File: src/rtl/cr_pkg.sv
package cr_pkg;
  localparam int CR_NCLS = 2;
  localparam int CR_POST = 0;
  localparam int CR_NP   = 1;

  typedef struct packed {
    logic use_p;
    logic ret_p;
  } cr_pulse_t;
endpackage

File: src/rtl/cr_counter.sv
module cr_counter #(
  parameter int W = 8
) (
  input  logic         clk,
  input  logic         rst_n,
  input  logic         link_up,
  input  logic         link_rise,
  input  logic [W-1:0] init_cr,
  input  logic         use_p,
  input  logic         ret_p,
  output logic [W-1:0] cnt_o,
  output logic         inf_o,
  output logic         err_o
);
  localparam logic [W-1:0] CMAX = {W{1'b1}};
  localparam logic [W-1:0] ONE  = {{(W-1){1'b0}}, 1'b1};

  logic [W-1:0] cnt_q, cnt_d;
  logic         inf_q, inf_d;
  logic         err_q, err_d;
  logic         step, en;

  assign step = link_up && !link_rise && !inf_q && (use_p ^ ret_p);
  assign en   = !link_up || link_rise || step;

  always_comb begin
    cnt_d = cnt_q;
    inf_d = inf_q;
    err_d = err_q;
    if (!link_up) begin
      cnt_d = '0;
      inf_d = 1'b0;
    end else if (link_rise) begin
      cnt_d = init_cr;
      inf_d = (init_cr == '0);
    end else if (step) begin
      if (use_p) begin
        if (cnt_q == '0) err_d = 1'b1;
        else             cnt_d = cnt_q - ONE;
      end else begin
        if (cnt_q == CMAX) err_d = 1'b1;
        else               cnt_d = cnt_q + ONE;
      end
    end
  end

  always_ff @(posedge clk or negedge rst_n) begin
    if (!rst_n) begin
      cnt_q <= '0;
      inf_q <= 1'b0;
      err_q <= 1'b0;
    end else if (en) begin
      cnt_q <= cnt_d;
      inf_q <= inf_d;
      err_q <= err_d;
    end
  end

  assign cnt_o = cnt_q;
  assign inf_o = inf_q;
  assign err_o = err_q;

  p_down_zero_r2: assert property (@(posedge clk) disable iff (!rst_n)
    !link_up |=> (cnt_q == '0));
  p_load_grant_r3: assert property (@(posedge clk) disable iff (!rst_n)
    (link_up && link_rise) |=> (cnt_q == $past(init_cr)));
  p_pair_hold_r4: assert property (@(posedge clk) disable iff (!rst_n)
    (link_up && !link_rise && use_p && ret_p) |=> $stable(cnt_q));
  p_no_underflow_r9: assert property (@(posedge clk) disable iff (!rst_n)
    (link_up && !link_rise && !inf_q && use_p && !ret_p && cnt_q == '0)
      |=> (cnt_q == '0 && err_q));
  p_sticky_err_r9: assert property (@(posedge clk) disable iff (!rst_n)
    err_q |=> err_q);
endmodule

File: src/rtl/cr_floor_reg.sv
module cr_floor_reg #(
  parameter int              W         = 8,
  parameter logic [W-1:0]    MIN_RESET = 8'd16
) (
  input  logic         clk,
  input  logic         rst_n,
  input  logic         link_rise,
  input  logic [W-1:0] init_cr,
  input  logic         we,
  input  logic [W-1:0] wdata,
  output logic [W-1:0] floor_o
);
  logic [W-1:0] floor_q, floor_d;
  logic         clamp, en;

  assign clamp = link_rise && (init_cr != '0) && (init_cr < floor_q);
  assign en    = we || clamp;

  always_comb begin
    floor_d = floor_q;
    if (we)         floor_d = wdata;
    else if (clamp) floor_d = init_cr;
  end

  always_ff @(posedge clk or negedge rst_n) begin
    if (!rst_n)  floor_q <= MIN_RESET;
    else if (en) floor_q <= floor_d;
  end

  assign floor_o = floor_q;

  p_clamp_value_r6: assert property (@(posedge clk) disable iff (!rst_n)
    (link_rise && !we && init_cr != '0 && init_cr < floor_q)
      |=> (floor_q == $past(init_cr)));
  p_never_raised_r6: assert property (@(posedge clk) disable iff (!rst_n)
    !we |=> (floor_q <= $past(floor_q)));
  p_write_lands_r7: assert property (@(posedge clk) disable iff (!rst_n)
    we |=> (floor_q == $past(wdata)));
endmodule

File: src/rtl/cr_class.sv
module cr_class #(
  parameter int           W         = 8,
  parameter logic [W-1:0] MIN_RESET = 8'd16
) (
  input  logic         clk,
  input  logic         rst_n,
  input  logic         link_up,
  input  logic         link_rise,
  input  logic [W-1:0] init_cr,
  input  logic         use_p,
  input  logic         ret_p,
  input  logic         we,
  input  logic [W-1:0] wdata,
  output logic [W-1:0] floor_o,
  output logic         af_o,
  output logic         err_o
);
  logic [W-1:0] cnt;
  logic         inf;
  logic         af_q, af_d;

  cr_counter #(.W(W)) i_cnt (
    .clk(clk), .rst_n(rst_n), .link_up(link_up), .link_rise(link_rise),
    .init_cr(init_cr), .use_p(use_p), .ret_p(ret_p),
    .cnt_o(cnt), .inf_o(inf), .err_o(err_o)
  );

  cr_floor_reg #(.W(W), .MIN_RESET(MIN_RESET)) i_floor (
    .clk(clk), .rst_n(rst_n), .link_rise(link_rise), .init_cr(init_cr),
    .we(we), .wdata(wdata), .floor_o(floor_o)
  );

  always_comb begin
    af_d = 1'b1;
    if (link_up) af_d = !inf && (cnt < floor_o);
  end

  always_ff @(posedge clk or negedge rst_n) begin
    if (!rst_n) af_q <= 1'b1;
    else        af_q <= af_d;
  end

  assign af_o = af_q;

  p_down_af_r2: assert property (@(posedge clk) disable iff (!rst_n)
    !link_up |=> af_q);
  p_unlimited_quiet_r8: assert property (@(posedge clk) disable iff (!rst_n)
    (link_up && inf) |=> !af_q);
  p_low_count_af_r5: assert property (@(posedge clk) disable iff (!rst_n)
    (link_up && !inf && cnt < floor_o) |=> af_q);
endmodule

File: src/rtl/hdr_credit_throttle.sv
module hdr_credit_throttle
  import cr_pkg::*;
#(
  parameter int           CW        = 8,
  parameter logic [CW-1:0] MIN_RESET = 8'd16
) (
  input  logic          clk,
  input  logic          rst_n,
  input  logic          link_up,
  input  logic [CW-1:0] post_init_cr,
  input  logic [CW-1:0] np_init_cr,
  input  logic          post_use,
  input  logic          post_ret,
  input  logic          np_use,
  input  logic          np_ret,
  input  logic          post_floor_we,
  input  logic          np_floor_we,
  input  logic [CW-1:0] floor_wdata,
  output logic [CW-1:0] post_floor_rd,
  output logic [CW-1:0] np_floor_rd,
  output logic          post_af,
  output logic          np_af,
  output logic          post_err,
  output logic          np_err
);
  logic link_q, link_rise;

  always_ff @(posedge clk or negedge rst_n) begin
    if (!rst_n) link_q <= 1'b0;
    else        link_q <= link_up;
  end

  assign link_rise = link_up && !link_q;

  cr_pulse_t         pls   [CR_NCLS];
  logic [CW-1:0]     init  [CR_NCLS];
  logic              we    [CR_NCLS];
  logic [CW-1:0]     flr   [CR_NCLS];
  logic              af    [CR_NCLS];
  logic              err   [CR_NCLS];

  assign pls[CR_POST]  = '{use_p: post_use, ret_p: post_ret};
  assign pls[CR_NP]    = '{use_p: np_use,   ret_p: np_ret};
  assign init[CR_POST] = post_init_cr;
  assign init[CR_NP]   = np_init_cr;
  assign we[CR_POST]   = post_floor_we;
  assign we[CR_NP]     = np_floor_we;

  for (genvar c = 0; c < CR_NCLS; c++) begin : g_cls
    cr_class #(.W(CW), .MIN_RESET(MIN_RESET)) i_cls (
      .clk(clk), .rst_n(rst_n), .link_up(link_up), .link_rise(link_rise),
      .init_cr(init[c]), .use_p(pls[c].use_p), .ret_p(pls[c].ret_p),
      .we(we[c]), .wdata(floor_wdata),
      .floor_o(flr[c]), .af_o(af[c]), .err_o(err[c])
    );
  end

  assign post_floor_rd = flr[CR_POST];
  assign np_floor_rd   = flr[CR_NP];
  assign post_af       = af[CR_POST];
  assign np_af         = af[CR_NP];
  assign post_err      = err[CR_POST];
  assign np_err        = err[CR_NP];

  p_rise_once_r3: assert property (@(posedge clk) disable iff (!rst_n)
    link_rise |=> !link_rise);
endmodule

File: config.mk
export PLATFORM = sky130hd
export DESIGN_NAME = hdr_credit_throttle
export DESIGN_NICKNAME = d
export VERILOG_FILES = /design/src/rtl/cr_pkg.sv /design/src/rtl/cr_counter.sv /design/src/rtl/cr_floor_reg.sv /design/src/rtl/cr_class.sv /design/src/rtl/hdr_credit_throttle.sv
export SDC_FILE = /design/constraint.sdc
export NUM_CORES = 1
export LEC_CHECK = 0
export ABC_AREA = 1
export BUFFER_PORTS_ARGS = -buffer_cell sky130_fd_sc_hd__buf_2
export CAP_MARGIN = 15
export CORE_MARGIN = 2
export CORE_UTILIZATION = 51
export CTS_CLUSTER_SIZE = 10
export DETAILED_ROUTE_END_ITERATION = 8
export PLACE_DENSITY_LB_ADDON = 0.3
export SLEW_MARGIN = 10
export SYNTH_ARGS = -nofsm -noshare
export SYNTH_HDL_FRONTEND = slang
export SYNTH_SLANG_ARGS = --single-unit
File: constraint.sdc
create_clock -name clk -period 1.35 [get_ports clk]
set_clock_uncertainty 0.05 [all_clocks]
set_input_delay 0.27 -clock clk [delete_from_list [all_inputs] [get_ports clk]]
set_output_delay 0.27 -clock clk [all_outputs]
set_load 0.02 [all_outputs]
==> metrics.md <==
| Metric | Value |
|---|---|
| First-pass GRT wire length | `19.3 mm` |
| Simple-Gate Fraction of Synth Area | `36.5%` |
| GRT overflow | `0` |
| Crit-path max FO | `7` |
| R2R Setup Slk | `-0.43 ns` |
| Die Span Y | `87.4 um` |
| Routed via count | `4867` |
| CP Launch Type | `flop` |
| Worst-margin pin slew | `0.700 ns` |
| Hold_ws | `0.273 ns` |
| First drt pass iteration count | `5` |
| Most common cell after layout, fill and taps aside | `nand2_1` |
| Compound-Gate Fraction of Synth Area | `approximately 10%` |
| Post-Synth XOR/XNOR Area | `0.247%` |
| Sequential share of the synthesized area | `27.7%` |
| Slew Limit Headroom | `53.2%` |
| P_leak | `3.08 nW` |
| Final ANT Viol Nets | `0` |
| Logic pwr share | `57.9%` |
| Commonest non-fill, non-tap cells in the layout | `nand2_1, buf_4, inv_1` |
| DP HPWL | `between 8 and 9 mm` |
| Share of layout cells above drive strength 1 | `54.7%` |
| Hold Crit Class | `input pin to flop` |
| Synth Register Bits | `39` |
| CP startpoint | `g_cls[1].i_cls.i_cnt.cnt_o[2]` |
| Largest net degree at the start of global routing | `26` |
| Maximum vdd drop | `0.000711 V` |
| Yosys warning count | `0` |
| Async set-reset flop share out of synthesis | `100%` |
| Synthesized area | `3550 um2` |
| Reg clk slew, reported paths | `0.10 ns` |
| Req. time, crit path | `around 1.5 ns` |
| Initial Utilization | `52.5%` |
| Failing checks | `negative setup slack` |
| Kind of critical path | `flop to flop` |
| Gr usage total | `32.5%` |
| PortBufs | `52` |
| H-tree depth | `2` |
| 1st-iter DRT viols | `487` |
| Final #Nets | `roughly 800` |
| Crit path capture | `g_cls[1].i_cls.i_cnt.cnt_o[4]` |
| Period utilization | `132%` |
| Net Count, Synth | `605` |
| Largest family of logic cells by synthesized area | `simple AND/OR/NAND/NOR gates` |
| CTS root buf | `clkbuf_8` |
| Initial antenna violation count | `0` |
| Final worst path period need | `1.78 ns` |
| Clock Path Buffers | `2` |
| # Max-Cap Violations | `0` |
| CORE AREA | `6760 um2` |
| Routed vias/inst | `6.09` |
| Std-Cell Rows | `30` |
| Post-synthesis mux area share | `0%` |
| Detailed Route WL | `about 17 mm` |
| Max Slew Vio Count | `0` |
| Switching Power | `2.79 mW` |
| Routability Congestion | `around 0.89` |
| RSZ-0062 raised after global routing | `yes` |
| Chip Width | `87.4 um` |
| Adder-cell share of the synthesized area | `15.2%` |
| EDFF count, synth | `0` |
| Worst R2R Path Depth | `9` |
| Data arrival, critical path | `between 1.5 and 2 ns` |
| Final setup fails | `45` |
| R2R Path End | `g_cls[1].i_cls.i_cnt.cnt_o[4]` |
| Overall power | `6.41 mW` |
| Sequential share of power | `24.9%` |
| Number of global-route vias before repair | `between 4k and 5k` |
| Fmax | `562 MHz` |
| Post-DR wirelength/cell | `20.7 um` |
| Power Density | `~1100 nW/um2` |
| Clock network power share | `17.2%` |
| CTS tree | `done` |
| Gate Count Post-Synth | `530` |
| Final hold vios | `0` |
| CTS Buf Count | `5` |
| Final worst slack | `-0.430 ns` |
| Synth-to-Final Area Change | `70.0%` |
| Internal Power | `3.62 mW` |
| Distinct cells, synth | `33` |
| RR Startpoint | `g_cls[1].i_cls.i_cnt.cnt_o[2]` |
| Sw Ratio | `43.5%` |
| Worst skew pair latency | `approximately 0.32 ns` |
| Outcome | `complete, but fails checks` |
| Mapped Avg Cell Area | `between 6 and 7 um2` |
| Die ar. | `7640 um2` |
| Ant diodes | `0` |
| Clk sinks | `39` |
| Main synth FF type | `dfrtp_1` |
| Fillers | `288` |
| DRC Markers | `0` |
| I/O pin count | `53` |
| Crit. End Element | `flop` |
critical path: stages, from the launching register on:
cell	delay [ns]
dfrtp_2	0.46
buf_6	0.14
nor2_4	0.06
nand2_1	0.18
nor2_4	0.22
nand3_4	0.12
nand3_4	0.19
inv_6	0.07
nand2_1	0.10
nand2_1	0.08
stage by stage:
| stage | area (um2) | worst slack (ns) | setup TNS (ns) | instances | utilization, % |
|---|---|---|---|---|---|
| 2_1_floorplan | 3710 | -0.194 | -3.37 | 530 | - |
| 3_3_place_gp | 4830 | -0.227 | -6.12 | 757 | 71.5 |
| 3_5_place_dp | 4830 | -0.285 | -7.49 | 757 | 71.5 |
| 4_1_cts | 5310 | -0.235 | -5.57 | 781 | 78.6 |
| 5_1_grt | 6030 | -0.488 | -12.68 | 799 | 89.2 |
| 6_report | 6030 | -0.430 | -10.67 | 799 | 89.2 |
layout make-up:
| cell class | instances | area (um2) | share of cell area [%] |
|---|---|---|---|
| Timing Repair Buffer | 186 | 1430 | 23.7 |
| Clock inverter | 3 | 43.8 | 0.726 |
| Tap cell | 80 | 100 | 1.66 |
| Inverter | 83 | 329 | 5.46 |
| Multi-Input combinational cell | 403 | 3060 | 50.7 |
| Clock buffer | 5 | 68.8 | 1.14 |
| Sequential cell | 39 | 1000 | 16.6 |
flip-flops by register name, indices dropped and copies added, names as in the netlist:
register and count:
g_cls.i_cls.i_cnt.cnt_o 16, g_cls.i_cls.i_floor.floor_o 16, g_cls.i_cls.af_o 2, g_cls.i_cls.i_cnt.err_o 2, g_cls.i_cls.i_cnt.inf_o 2, link_q 1
cell usage after synthesis, types with 3 or more instances:
master    number  share of area (%)
nand2_2        3               0.53
o22ai_1        5               0.88
inv_2          3               0.32
dfstp_2        4                3.0
nand3_1       41                5.8
nand2_1      182                 19
inv_1         76                8.0
o21ai_0       29                4.1
clkbuf_1       4               0.42
a21oi_1       24                3.4
dfrtp_1       35                 25
nor2_1        38                4.0
nand3_4        4                2.0
nor2_2         4               0.71
ha_1          40                 14
nand4_1        8                1.4
nand2_4        3               0.95
o21ai_1        3               0.42
power groups by stage:
stage	registers, mW	clock network [mW]	logic [mW]
6_report	1.60	1.10	3.71
5_1_grt	1.61	1.12	3.92
4_1_cts	1.57	1.04	2.68
3_5_place_dp	1.57	0	2.39
3_3_place_gp	1.57	0	2.28
2_1_floorplan	1.67	0	1.28
logic make-up (layout without fill, tap and decap cells):
group | count (synthesis) | after routing
xor gates and xnor gates | 1 | 1
AOI/OAI and AO/OA | 68 | 68
and+or+nand+nor | 290 | 292
DFF | 39 | 39
adders and majority gates | 42 | 42
buffers and inverters | 90 | 277
worst min path at each step:
stage / start / end / cells past startpoint
5_1_grt: link_up / link_q / 2
3_3_place_gp: rst_n / g_cls[1].i_cls.i_floor.floor_o[2] / 1
2_1_floorplan: rst_n / g_cls[0].i_cls.i_cnt.cnt_o[0] / 0
6_report: link_up / link_q / 2
3_5_place_dp: rst_n / g_cls[1].i_cls.i_floor.floor_o[2] / 1
4_1_cts: floor_wdata[6] / g_cls[0].i_cls.i_floor.floor_o[6] / 5
repair_timing:
item	CTS	global route
buffers inserted	13	20
endpoints found under the hold margin	12	0
cloned	2	0
endpoints found under the setup margin	36	42
pin swaps	43	63
hold buffers	1	0
gates resized for setup	77	141
layer usage:
layer	share of wire, %	vias to the layer above	track usage [%]
li1	-	2085	-
met1	34	2250	36.6
met2	49	387	60.9
met3	9.5	145	3.89
met4	8.2	0	13.8
met5	0	-	0
Note: power is estimated with default switching activity, not from simulation.
